[config.mk]
export PLATFORM = sky130hd
export DESIGN_NAME = zol_ctrl
export DESIGN_NICKNAME = d
export VERILOG_FILES = /design/src/rtl/zol_pkg.sv /design/src/rtl/zol_seq.sv /design/src/rtl/zol_cmp.sv /design/src/rtl/zol_irq.sv /design/src/rtl/zol_ctrl.sv
export SDC_FILE = /design/constraint.sdc
export NUM_CORES = 1
export LEC_CHECK = 0
export BUFFER_PORTS_ARGS = -buffer_cell sky130_fd_sc_hd__buf_2
export CAP_MARGIN = 5
export CORE_MARGIN = 10
export CORE_UTILIZATION = 54
export CTS_BUF_LIST = sky130_fd_sc_hd__clkbuf_4
export DETAILED_ROUTE_END_ITERATION = 16
export PLACE_DENSITY = 0.82
export SYNTH_ARGS = -nofsm -noshare
export SYNTH_HDL_FRONTEND = slang
export SYNTH_SLANG_ARGS = --single-unit
[constraint.sdc]
create_clock -name clk -period 3.9 [get_ports clk]
set_input_delay 0 -clock clk [delete_from_list [all_inputs] [get_ports clk]]
set_output_delay 0 -clock clk [all_outputs]
set_load 0.05 [all_outputs]
[src/rtl/zol_pkg.sv]
package zol_pkg;
  typedef enum logic {
    RPT_SINGLE = 1'b0,
    RPT_BLOCK  = 1'b1
  } rpt_mode_e;

  localparam int unsigned SETUP_FLUSH_SLOTS = 1;
endpackage

[src/rtl/zol_seq.sv]
module zol_seq #(
  parameter int unsigned AW = 16,
  parameter int unsigned CW = 8
) (
  input  logic          clk,
  input  logic          rst_n,
  input  logic          accept_i,
  input  zol_pkg::rpt_mode_e mode_i,
  input  logic [CW-1:0] count_i,
  input  logic [AW-1:0] end_i,
  input  logic [AW-1:0] cmd_pc_i,
  input  logic          loop_back_i,
  input  logic          loop_exit_i,
  output logic          active_o,
  output logic          setup_o,
  output logic [AW-1:0] start_o,
  output logic [AW-1:0] last_o,
  output logic [CW-1:0] rem_o
);
  import zol_pkg::*;

  function automatic logic [CW-1:0] dec_count(input logic [CW-1:0] c);
    return c - 1'b1;
  endfunction

  function automatic logic [AW-1:0] body_start(input logic [AW-1:0] pc);
    return pc + 1'b1;
  endfunction

  logic          active_q, setup_q;
  logic [AW-1:0] start_q, last_q;
  logic [CW-1:0] rem_q;

  always_ff @(posedge clk) begin
    if (!rst_n) begin
      active_q <= 1'b0;
      setup_q  <= 1'b0;
      start_q  <= '0;
      last_q   <= '0;
      rem_q    <= '0;
    end else if (accept_i) begin
      active_q <= 1'b1;
      setup_q  <= 1'b1;
      start_q  <= body_start(cmd_pc_i);
      last_q   <= (mode_i == RPT_BLOCK) ? end_i : body_start(cmd_pc_i);
      rem_q    <= count_i;
    end else begin
      setup_q <= 1'b0;
      if (loop_back_i) rem_q <= dec_count(rem_q);
      if (loop_exit_i) active_q <= 1'b0;
    end
  end

  assign active_o = active_q;
  assign setup_o  = setup_q;
  assign start_o  = start_q;
  assign last_o   = last_q;
  assign rem_o    = rem_q;

  a_r5_count_decrements: assert property (@(posedge clk) disable iff (!rst_n)
    loop_back_i |=> rem_q == dec_count($past(rem_q)));
  a_r6_exit_clears_active: assert property (@(posedge clk) disable iff (!rst_n)
    loop_exit_i |=> !active_q);
  a_r2_setup_single_cycle: assert property (@(posedge clk) disable iff (!rst_n)
    setup_q |=> !setup_q);
  a_r9_start_kept_while_active: assert property (@(posedge clk) disable iff (!rst_n)
    active_q |=> (!active_q || $stable(start_q)));
endmodule

[src/rtl/zol_cmp.sv]
module zol_cmp #(
  parameter int unsigned AW = 16,
  parameter int unsigned CW = 8
) (
  input  logic          active_i,
  input  logic          setup_i,
  input  logic [AW-1:0] fetch_pc_i,
  input  logic [AW-1:0] start_i,
  input  logic [AW-1:0] last_i,
  input  logic [CW-1:0] rem_i,
  output logic          loop_back_o,
  output logic          loop_exit_o,
  output logic          load_o,
  output logic [AW-1:0] target_o,
  output logic          flush_o
);
  logic at_last;

  always_comb begin
    at_last     = active_i && !setup_i && (fetch_pc_i == last_i);
    loop_back_o = at_last && (rem_i != '0);
    loop_exit_o = at_last && (rem_i == '0);
    load_o      = setup_i || loop_back_o;
    target_o    = start_i;
    flush_o     = setup_i;
  end
endmodule

[src/rtl/zol_irq.sv]
module zol_irq (
  input  logic clk,
  input  logic rst_n,
  input  logic req_i,
  input  logic inhibit_i,
  output logic take_o,
  output logic pend_o
);
  logic pend_q;

  assign take_o = (req_i || pend_q) && !inhibit_i;
  assign pend_o = pend_q;

  always_ff @(posedge clk) begin
    if (!rst_n)                  pend_q <= 1'b0;
    else if (take_o)             pend_q <= 1'b0;
    else if (req_i && inhibit_i) pend_q <= 1'b1;
  end

  a_r7_release_on_exit: assert property (@(posedge clk) disable iff (!rst_n)
    ($fell(inhibit_i) && $past(pend_q)) |-> take_o);
  a_r7_held_request_kept: assert property (@(posedge clk) disable iff (!rst_n)
    (req_i && inhibit_i) |=> (pend_q || take_o));
endmodule

[src/rtl/zol_ctrl.sv]
module zol_ctrl #(
  parameter int unsigned AW = 16,
  parameter int unsigned CW = 8
) (
  input  logic          clk,
  input  logic          rst_n,
  input  logic          rpt_start_i,
  input  logic [CW-1:0] rpt_count_i,
  input  logic [AW-1:0] rpt_end_i,
  input  logic          rpt_block_i,
  input  logic [AW-1:0] fetch_pc_i,
  input  logic          irq_req_i,
  output logic          pc_load_o,
  output logic [AW-1:0] pc_target_o,
  output logic          flush_o,
  output logic          loop_active_o,
  output logic          irq_inhibit_o,
  output logic          irq_take_o,
  output logic          rpt_err_o
);
  import zol_pkg::*;

  logic          active, setup, loop_back, loop_exit, accept, reject;
  logic [AW-1:0] start_addr, last_addr;
  logic [CW-1:0] remaining;
  logic          irq_pend, err_q;
  rpt_mode_e     mode;

  assign mode   = rpt_block_i ? RPT_BLOCK : RPT_SINGLE;
  assign accept = rpt_start_i && !active;
  assign reject = rpt_start_i && active;

  zol_seq #(.AW(AW), .CW(CW)) u_seq (
    .clk(clk), .rst_n(rst_n), .accept_i(accept), .mode_i(mode),
    .count_i(rpt_count_i), .end_i(rpt_end_i), .cmd_pc_i(fetch_pc_i),
    .loop_back_i(loop_back), .loop_exit_i(loop_exit),
    .active_o(active), .setup_o(setup), .start_o(start_addr),
    .last_o(last_addr), .rem_o(remaining)
  );

  zol_cmp #(.AW(AW), .CW(CW)) u_cmp (
    .active_i(active), .setup_i(setup), .fetch_pc_i(fetch_pc_i),
    .start_i(start_addr), .last_i(last_addr), .rem_i(remaining),
    .loop_back_o(loop_back), .loop_exit_o(loop_exit),
    .load_o(pc_load_o), .target_o(pc_target_o), .flush_o(flush_o)
  );

  zol_irq u_irq (
    .clk(clk), .rst_n(rst_n), .req_i(irq_req_i), .inhibit_i(active),
    .take_o(irq_take_o), .pend_o(irq_pend)
  );

  always_ff @(posedge clk) begin
    if (!rst_n) err_q <= 1'b0;
    else        err_q <= reject;
  end

  assign rpt_err_o     = err_q;
  assign loop_active_o = active;
  assign irq_inhibit_o = active;

  a_r2_flush_follows_accept: assert property (@(posedge clk) disable iff (!rst_n)
    accept |=> (flush_o && pc_load_o && pc_target_o == $past(fetch_pc_i) + 1'b1));
  a_r2_flush_once: assert property (@(posedge clk) disable iff (!rst_n)
    flush_o |=> !flush_o);
  a_r9_reject_flags_error: assert property (@(posedge clk) disable iff (!rst_n)
    reject |=> (rpt_err_o && loop_active_o));
  a_r5_backedge_no_flush: assert property (@(posedge clk) disable iff (!rst_n)
    (pc_load_o && !flush_o) |-> (loop_active_o && pc_target_o <= fetch_pc_i));
  a_r7_no_take_while_active: assert property (@(posedge clk) disable iff (!rst_n)
    irq_pend |-> !(irq_take_o && irq_inhibit_o));
endmodule

==> impl_metrics.tcl, run 1 <==
set metrics [dict create \
    status "finished clean" \
    final-setup-viol-count 0 \
    grt_pass1_wl_mm 11.6 \
    yosys-top-cells-count "nand2_1 (59), dfxtp_1 (44), nor2_1 (35)" \
    use_met1_pct 21.2 \
    nets 448 \
    synth_top_cell_area_share_pct 35.9 \
    ctsResizeCount 0 \
    root_buffer "clkbuf_4" \
    io_buffers 66 \
    finalWirelength_mm 6.80 \
    slew_headroom_pct 29.4 \
    fillers 399 \
    clock_path_buffers 2 \
    finalCritPeriodShare_pct 68.6 \
    drt_iter0_drc 152 \
    gr-usage-met3_pct 5.52 \
    crit_required_ps 3900 \
    syn_inst 330 \
    ios 67 \
    core-area_um2 4380 \
    routabilityCongestion 0.857 \
    clk_latency_ps 360 \
    grtUsageTotal_pct 18.3 \
    grt_pass1_vias 2506 \
    post_synth.cell_area_avg_um2 7.43 \
    area_delta_synth_final_pct 22.6 \
    path_clk_slew_ps 130 \
    rows 24 \
    timing.hold.ws_ps 2.82 \
    rsz0062_at_grt "false" \
    yosysSeqAreaShare_pct 35.9 \
    antenna_cells 0 \
    drc 0 \
    fin_util_pct 68.6 \
    cp_max_fo 8 \
    yosys_warnings 0 \
    fmax_mhz 374 \
    cts_buffers 5 \
    vias 2518 \
    numClockSinks 44 \
    fin_setup_tns_ps 0 \
    cp_cell_sequence "inv_2 -> or4_1 -> nor4_1 -> nand3_1 -> nand2b_1 -> buf_2" \
    yosys.area.top_type "dfxtp_1" \
    drv_slew 0 \
    dieArea_um2 7630 \
    drive_gt1_share_pct 19.2 \
    p_per_area_nw_per_um2 338 \
    arrival_ps 2680 \
    htree_levels 2 \
    first_pass_iters 4 \
    regArea_um2 881 \
    skew_ps 7.75 \
    top_usage_layer "met2" \
    ant_nets 0 \
    p_leak_nw 1.31 \
    grt_use_met2_pct 31.1 \
    ir_drop_v 0.000225 \
    worst_slew_pin_slew_ps 1060 \
    wl_per_cell_um 15.0 \
    globalRouteOverflowTotal 0 \
    viasPerCell 5.56 \
    critical-path-max-stage-delay_ps 540 \
    grt_max_degree 34 \
    start_util_pct 55.9 \
    yosys_register_bits 44 \
    ys_top_cells_by_area "dfxtp_1 (36%), nand2_1 (9.0%), xnor2_1 (8.6%), nor2_1 (5.4%), o21ai_0 (3.7%)" \
    die_h_um 87.4 \
    synthArstFlopShare_pct 0 \
    fin_crit_ps 2680 \
    crit_slowest_cell "or4_1" \
    dieWidth_um 87.4 \
    hp-class "in -> reg" \
    cp-end-kind "primary output" \
    antenna_found_initial 0 \
    synth.distinct_cells 36 \
    max_cap_violations 0 \
    synth-edff-count 0 \
    finalHoldViolCount 0 \
    cp-start-kind "register" \
    hpwl_mm 4.97 \
    crit_type "reg -> out" \
    synth_flop_cell "dfxtp_1" \
    cts_tree "yes" \
    syn_area_um2 2450 \
    synth_most_common_cell "nand2_1" \
    multi_input_area_um2 1440 \
    synth_nets 378 \
]
[path summary, 6_finish.rpt]
path              cells past startpoint                             end  slack [ps]                           start
setup / recovery                      6                       pc_load_o        1220     u_seq.active_o$_SDFFE_PN0P_
hold / removal                        3     u_seq.rem_o[0]$_SDFFE_PN0P_           3                  rpt_count_i[0]
setup reg to reg                      5     u_seq.rem_o[7]$_SDFFE_PN0P_        1630     u_seq.active_o$_SDFFE_PN0P_
hold reg to reg                       2  u_seq.start_o[12]$_SDFFE_PN0P_         460  u_seq.start_o[12]$_SDFFE_PN0P_
[flip-flops by register name (all words and copies together) (netlist names)]
signal and flops:
u_seq.rem_o 8, u_seq.last_o 16, rpt_err_o 1, u_irq.pend_o 1, u_seq.start_o 16, u_seq.active_o 1
u_seq.setup_o 1
[per-layer routing]
metal	part of all wire [%]	vias up
met2	49	75
met5	0	-
li1	-	1276
met4	1.8	0
met1	42	1154
met3	7.3	13
[worst max-delay path: cells and delay by family, from the launching register on]
kind	cells	cell delay, ps
AND/OR/NAND/NOR	4	1520
buffers and inverters	2	350
flip-flops	1	450
[cells by family after synthesis]
logic type,synth area share (%)
AND/OR/NAND/NOR,30.4
AO/OA/AOI/OAI,13.1
flip-flops,35.9
XOR/XNOR,11.4
buffers and inverters,5.16
multiplexers,2.45
adder cells (fa/ha/maj),1.53
[power by group]
group | switching (mW) | internal, mW
registers | 0.0205 | 0.481
clock network | 0.155 | 0.0695
logic | 0.181 | 0.107
total | 0.357 | 0.658
[timing repair]
| action | CTS | global route |
|---|---|---|
| hold endpoints to repair | 19 | 0 |
| buffers inserted | 0 | 0 |
| hold buffers | 18 | 0 |
[through the flow]
step	setup slack [ps]	cell area (um^2)	instances	power, mW
floorplan	1460	2450	330	0.708
global placement	1730	2770	427	0.780
detailed placement	1640	2770	427	0.785
CTS	1230	3010	453	1.02
global route	1030	3010	453	1.07
finish	1220	3010	453	1.01
[area by class of cell]
class                   instances  area share (%)
clock inverters                 3           0.624
inverters                       9            1.12
repair buffers                 86            17.5
well taps                      52            2.16
multi-input cells             254            48.0
clock buffers                   5            1.25
flip-flops and latches         44            29.3
[layout by cell type, fill, tap and decap left out, drive strengths merged, types with 5 or more instances in the layout]
cell / synthesis / layout
dfxtp: 44 / 44
nor3: 16 / 16
clkbuf: 19 / 5
and4: 5 / 5
buf: 4 / 68
a21oi: 17 / 17
nor2: 35 / 35
nand2: 59 / 59
xor2: 8 / 8
dlygate4sd3: 0 / 18
nand3: 14 / 14
nand4: 6 / 6
inv: 9 / 9
nand2b: 6 / 6
xnor2: 24 / 24
mux2i: 6 / 6
a211oi: 6 / 6
nor4: 6 / 6
o21ai: 18 / 18
Power figures use the tool's default switching activity.
==> run 2, diff against run 1 <==
--- a/config.mk
+++ b/config.mk
@@ -5,13 +5,14 @@
 export SDC_FILE = /design/constraint.sdc
 export NUM_CORES = 1
 export LEC_CHECK = 0
+export ABC_AREA = 1
 export BUFFER_PORTS_ARGS = -buffer_cell sky130_fd_sc_hd__buf_2
 export CAP_MARGIN = 5
 export CORE_MARGIN = 10
 export CORE_UTILIZATION = 54
 export CTS_BUF_LIST = sky130_fd_sc_hd__clkbuf_4
 export DETAILED_ROUTE_END_ITERATION = 16
-export PLACE_DENSITY = 0.82
+export PLACE_DENSITY = 0.81
 export SYNTH_ARGS = -nofsm -noshare
 export SYNTH_HDL_FRONTEND = slang
 export SYNTH_SLANG_ARGS = --single-unit
==> constraint.sdc (replaced) <==
create_clock -name clk -period 2.7 [get_ports clk]
set_input_delay 0 -clock clk [delete_from_list [all_inputs] [get_ports clk]]
set_output_delay 0 -clock clk [all_outputs]
set_load 0.05 [all_outputs]
==> run 2 against run 1 <==
Net effect: register-to-register slack lost 1200 ps; worst hold slack gained 6.1 ps; critical path depth is the same; global-route usage shrank 0.73 points; sequential power grew 50%; critical path type is now reg -> reg; largest cell class unchanged.
==> impl_metrics.tcl, run 2 <==
set metrics [dict create \
    crit_slowest_cell "dlygate4sd3_1" \
    worst_slew_pin_slew_ps 714 \
    rows 25 \
    fmax_mhz 443 \
    yosysSeqAreaShare_pct 33.4 \
    cp_max_fo 25 \
    io_buffers 66 \
    fin_setup_tns_ps 0 \
    drv_slew 0 \
    routabilityCongestion 0.925 \
    yosys_warnings 0 \
    vias 2745 \
    cts_buffers 5 \
    path_common_cell "a21oi_1" \
    htree_levels 2 \
    ant_nets 0 \
    fin_crit_ps 2260 \
    reg2regPathDepth 6 \
    yosys_register_bits 44 \
    drc 0 \
    finalCritPeriodShare_pct 83.6 \
    start_util_pct 55.8 \
    synthArstFlopShare_pct 0 \
    wl_per_cell_um 13.1 \
    path_delay_family "buffers and inverters" \
    arrival_ps 2580 \
    ir_drop_v 0.000318 \
    clk_latency_ps 370 \
    finalHoldViolCount 0 \
    max_cap_violations 0 \
    finalWirelength_mm 7.14 \
    rsz0062_at_grt "false" \
    ff2ff_setup_slack_ps 440 \
    critical-path-max-stage-delay_ps 560 \
    hp-class "in -> reg" \
    syn_inst 400 \
    path_clk_slew_ps 130 \
    use_met1_pct 21.4 \
    antenna_found_initial 0 \
    cts_tree "yes" \
    min_to "u_seq.last_o[3]$_SDFFE_PN0P_" \
    cp-start-kind "register" \
    cp_cell_sequence "nor2_2 -> inv_1 -> buf_4 -> a21oi_1 -> a21oi_1 -> dlygate4sd3_1" \
    drive_gt1_share_pct 23.1 \
    syn_area_um2 2630 \
    ctsResizeCount 0 \
    nets 527 \
    ys_top_cells_by_area "dfxtp_1 (33%), nand2_1 (12%), nor2_1 (7.7%), a21oi_1 (5.9%), inv_1 (5.7%)" \
    synth_most_common_cell "nand2_1" \
    p_leak_nw 1.61 \
    synth.distinct_cells 34 \
    r2r-end "u_seq.last_o[6]$_SDFFE_PN0P_" \
    root_buffer "clkbuf_4" \
    synth_nets 448 \
    p_per_area_nw_per_um2 525 \
    synth_flop_cell "dfxtp_1" \
    cp.buffers_inverters 3 \
    dieArea_um2 8070 \
    first_pass_iters 4 \
    ios 67 \
    dp.cells 517 \
    hpwl_mm 5.16 \
    timing.hold.ws_ps 8.88 \
    viasPerCell 5.02 \
    grt_pass1_wl_mm 12.3 \
    globalRouteOverflowTotal 0 \
    antenna_cells 0 \
    final_cell_count_no_fill 547 \
    final-setup-viol-count 0 \
    final_common_cell "nand2_1" \
    drt_iter0_drc 146 \
    grt_pass1_vias 2733 \
    gr-usage-met3_pct 4.49 \
    die_h_um 89.8 \
    crit_type "reg -> reg" \
    grtUsageTotal_pct 17.5 \
    synth-edff-count 0 \
    cp-end-kind "register" \
    numClockSinks 44 \
    skew_ps 7.12 \
    yosys.area.top_type "dfxtp_1" \
    min-delay-start "rpt_end_i[3]" \
    grt_max_degree 38 \
    status "finished clean" \
    post_cts_buffers 0 \
    grt_use_met2_pct 29.1 \
    cts.hold.buffers_added 22 \
    top_usage_layer "met2" \
    clock_path_buffers 2 \
    min_path_cells 3 \
    core-area_um2 4720 \
    slew_headroom_pct 52.3 \
    yosys-top-cells-count "nand2_1 (87), nor2_1 (54), dfxtp_1 (44)" \
    final_cell_mix "nand2_1 (87), buf_2 (66), nor2_1 (53)" \
    post_synth.cell_area_avg_um2 6.58 \
    area_delta_synth_final_pct 24.1 \
    synth_top_cell_area_share_pct 33.4 \
    crit_required_ps 3020 \
    r2r-start "u_seq.active_o$_SDFFE_PN0P_" \
    dieWidth_um 89.8 \
]
## run 2: cell types whose count changed after synthesis, sizes merged, moves of 8 or more
cell	change
clkbuf	-8
xnor2	-19
a21oi	+14
o21ai	+12
inv	+41
nor2	+36
nand2	+34
nor3	-13
## run 2: metrics by stage
stage	util (%)	worst slack (ps)	total power, mW	instance area, um^2
after floorplan	-	1010	1.17	2630
after global placement	62.9	999	1.28	2970
after detailed placement	62.9	952	1.29	2970
after CTS	69.2	474	1.72	3270
after global routing	69.2	249	1.83	3270
final	69.2	443	1.72	3270
## run 2: how the worst max path moves through the flow
| stage | startpoint | to | slack [ps] | cells after the start |
|---|---|---|---|---|
| final | u_seq.active_o$_SDFFE_PN0P_ | u_seq.last_o[6]$_SDFFE_PN0P_ | 440 | 6 |
| after global routing | u_seq.active_o$_SDFFE_PN0P_ | u_seq.last_o[6]$_SDFFE_PN0P_ | 250 | 6 |
| after CTS | u_seq.active_o$_SDFFE_PN0P_ | u_seq.last_o[6]$_SDFFE_PN0P_ | 470 | 6 |
| after detailed placement | u_seq.active_o$_SDFFE_PN0P_ | u_seq.last_o[11]$_SDFFE_PN0P_ | 950 | 6 |
| after global placement | u_seq.active_o$_SDFFE_PN0P_ | u_seq.last_o[13]$_SDFFE_PN0P_ | 1000 | 6 |
| after floorplan | u_seq.active_o$_SDFFE_PN0P_ | u_seq.rem_o[4]$_SDFFE_PN0P_ | 1010 | 10 |
## run 2: layout make-up
class / instances / area (um^2)
multi-input cells: 288 / 1480
repair buffers: 90 / 566
well taps: 67 / 83.8
inverters: 50 / 188
clock buffers: 5 / 37.5
clock inverters: 3 / 37.5
flip-flops and latches: 44 / 881
fillers: 423 / 1460
## run 2: cells by family after synthesis
kind of cell             share of synthesized area (%)
XOR/XNOR                                          5.99
adder cells (fa/ha/maj)                           1.43
flip-flops                                        33.4
AO/OA/AOI/OAI                                     14.8
buffers and inverters                             10.6
AND/OR/NAND/NOR                                   32.9
multiplexers                                     0.760
## run 2: worst min-delay path: cells and delay by family
family                 cells  cell delay [ps]
AO/OA/AOI/OAI              2              230
buffers and inverters      1              100
## run 2: report_power, final
part	internal (mW)	switching, mW	leakage (nW)
logic	0.192	0.367	1.20
registers	0.711	0.0400	0.364
clock network	0.189	0.218	0.0403
total	1.09	0.624	1.61
## run 2: per-layer routing
layer | share of wire, % | vias to the layer above
met2 | 46 | 90
li1 | - | 1422
met4 | 1.2 | 0
met1 | 45 | 1225
met3 | 7.1 | 8
met5 | 0 | -
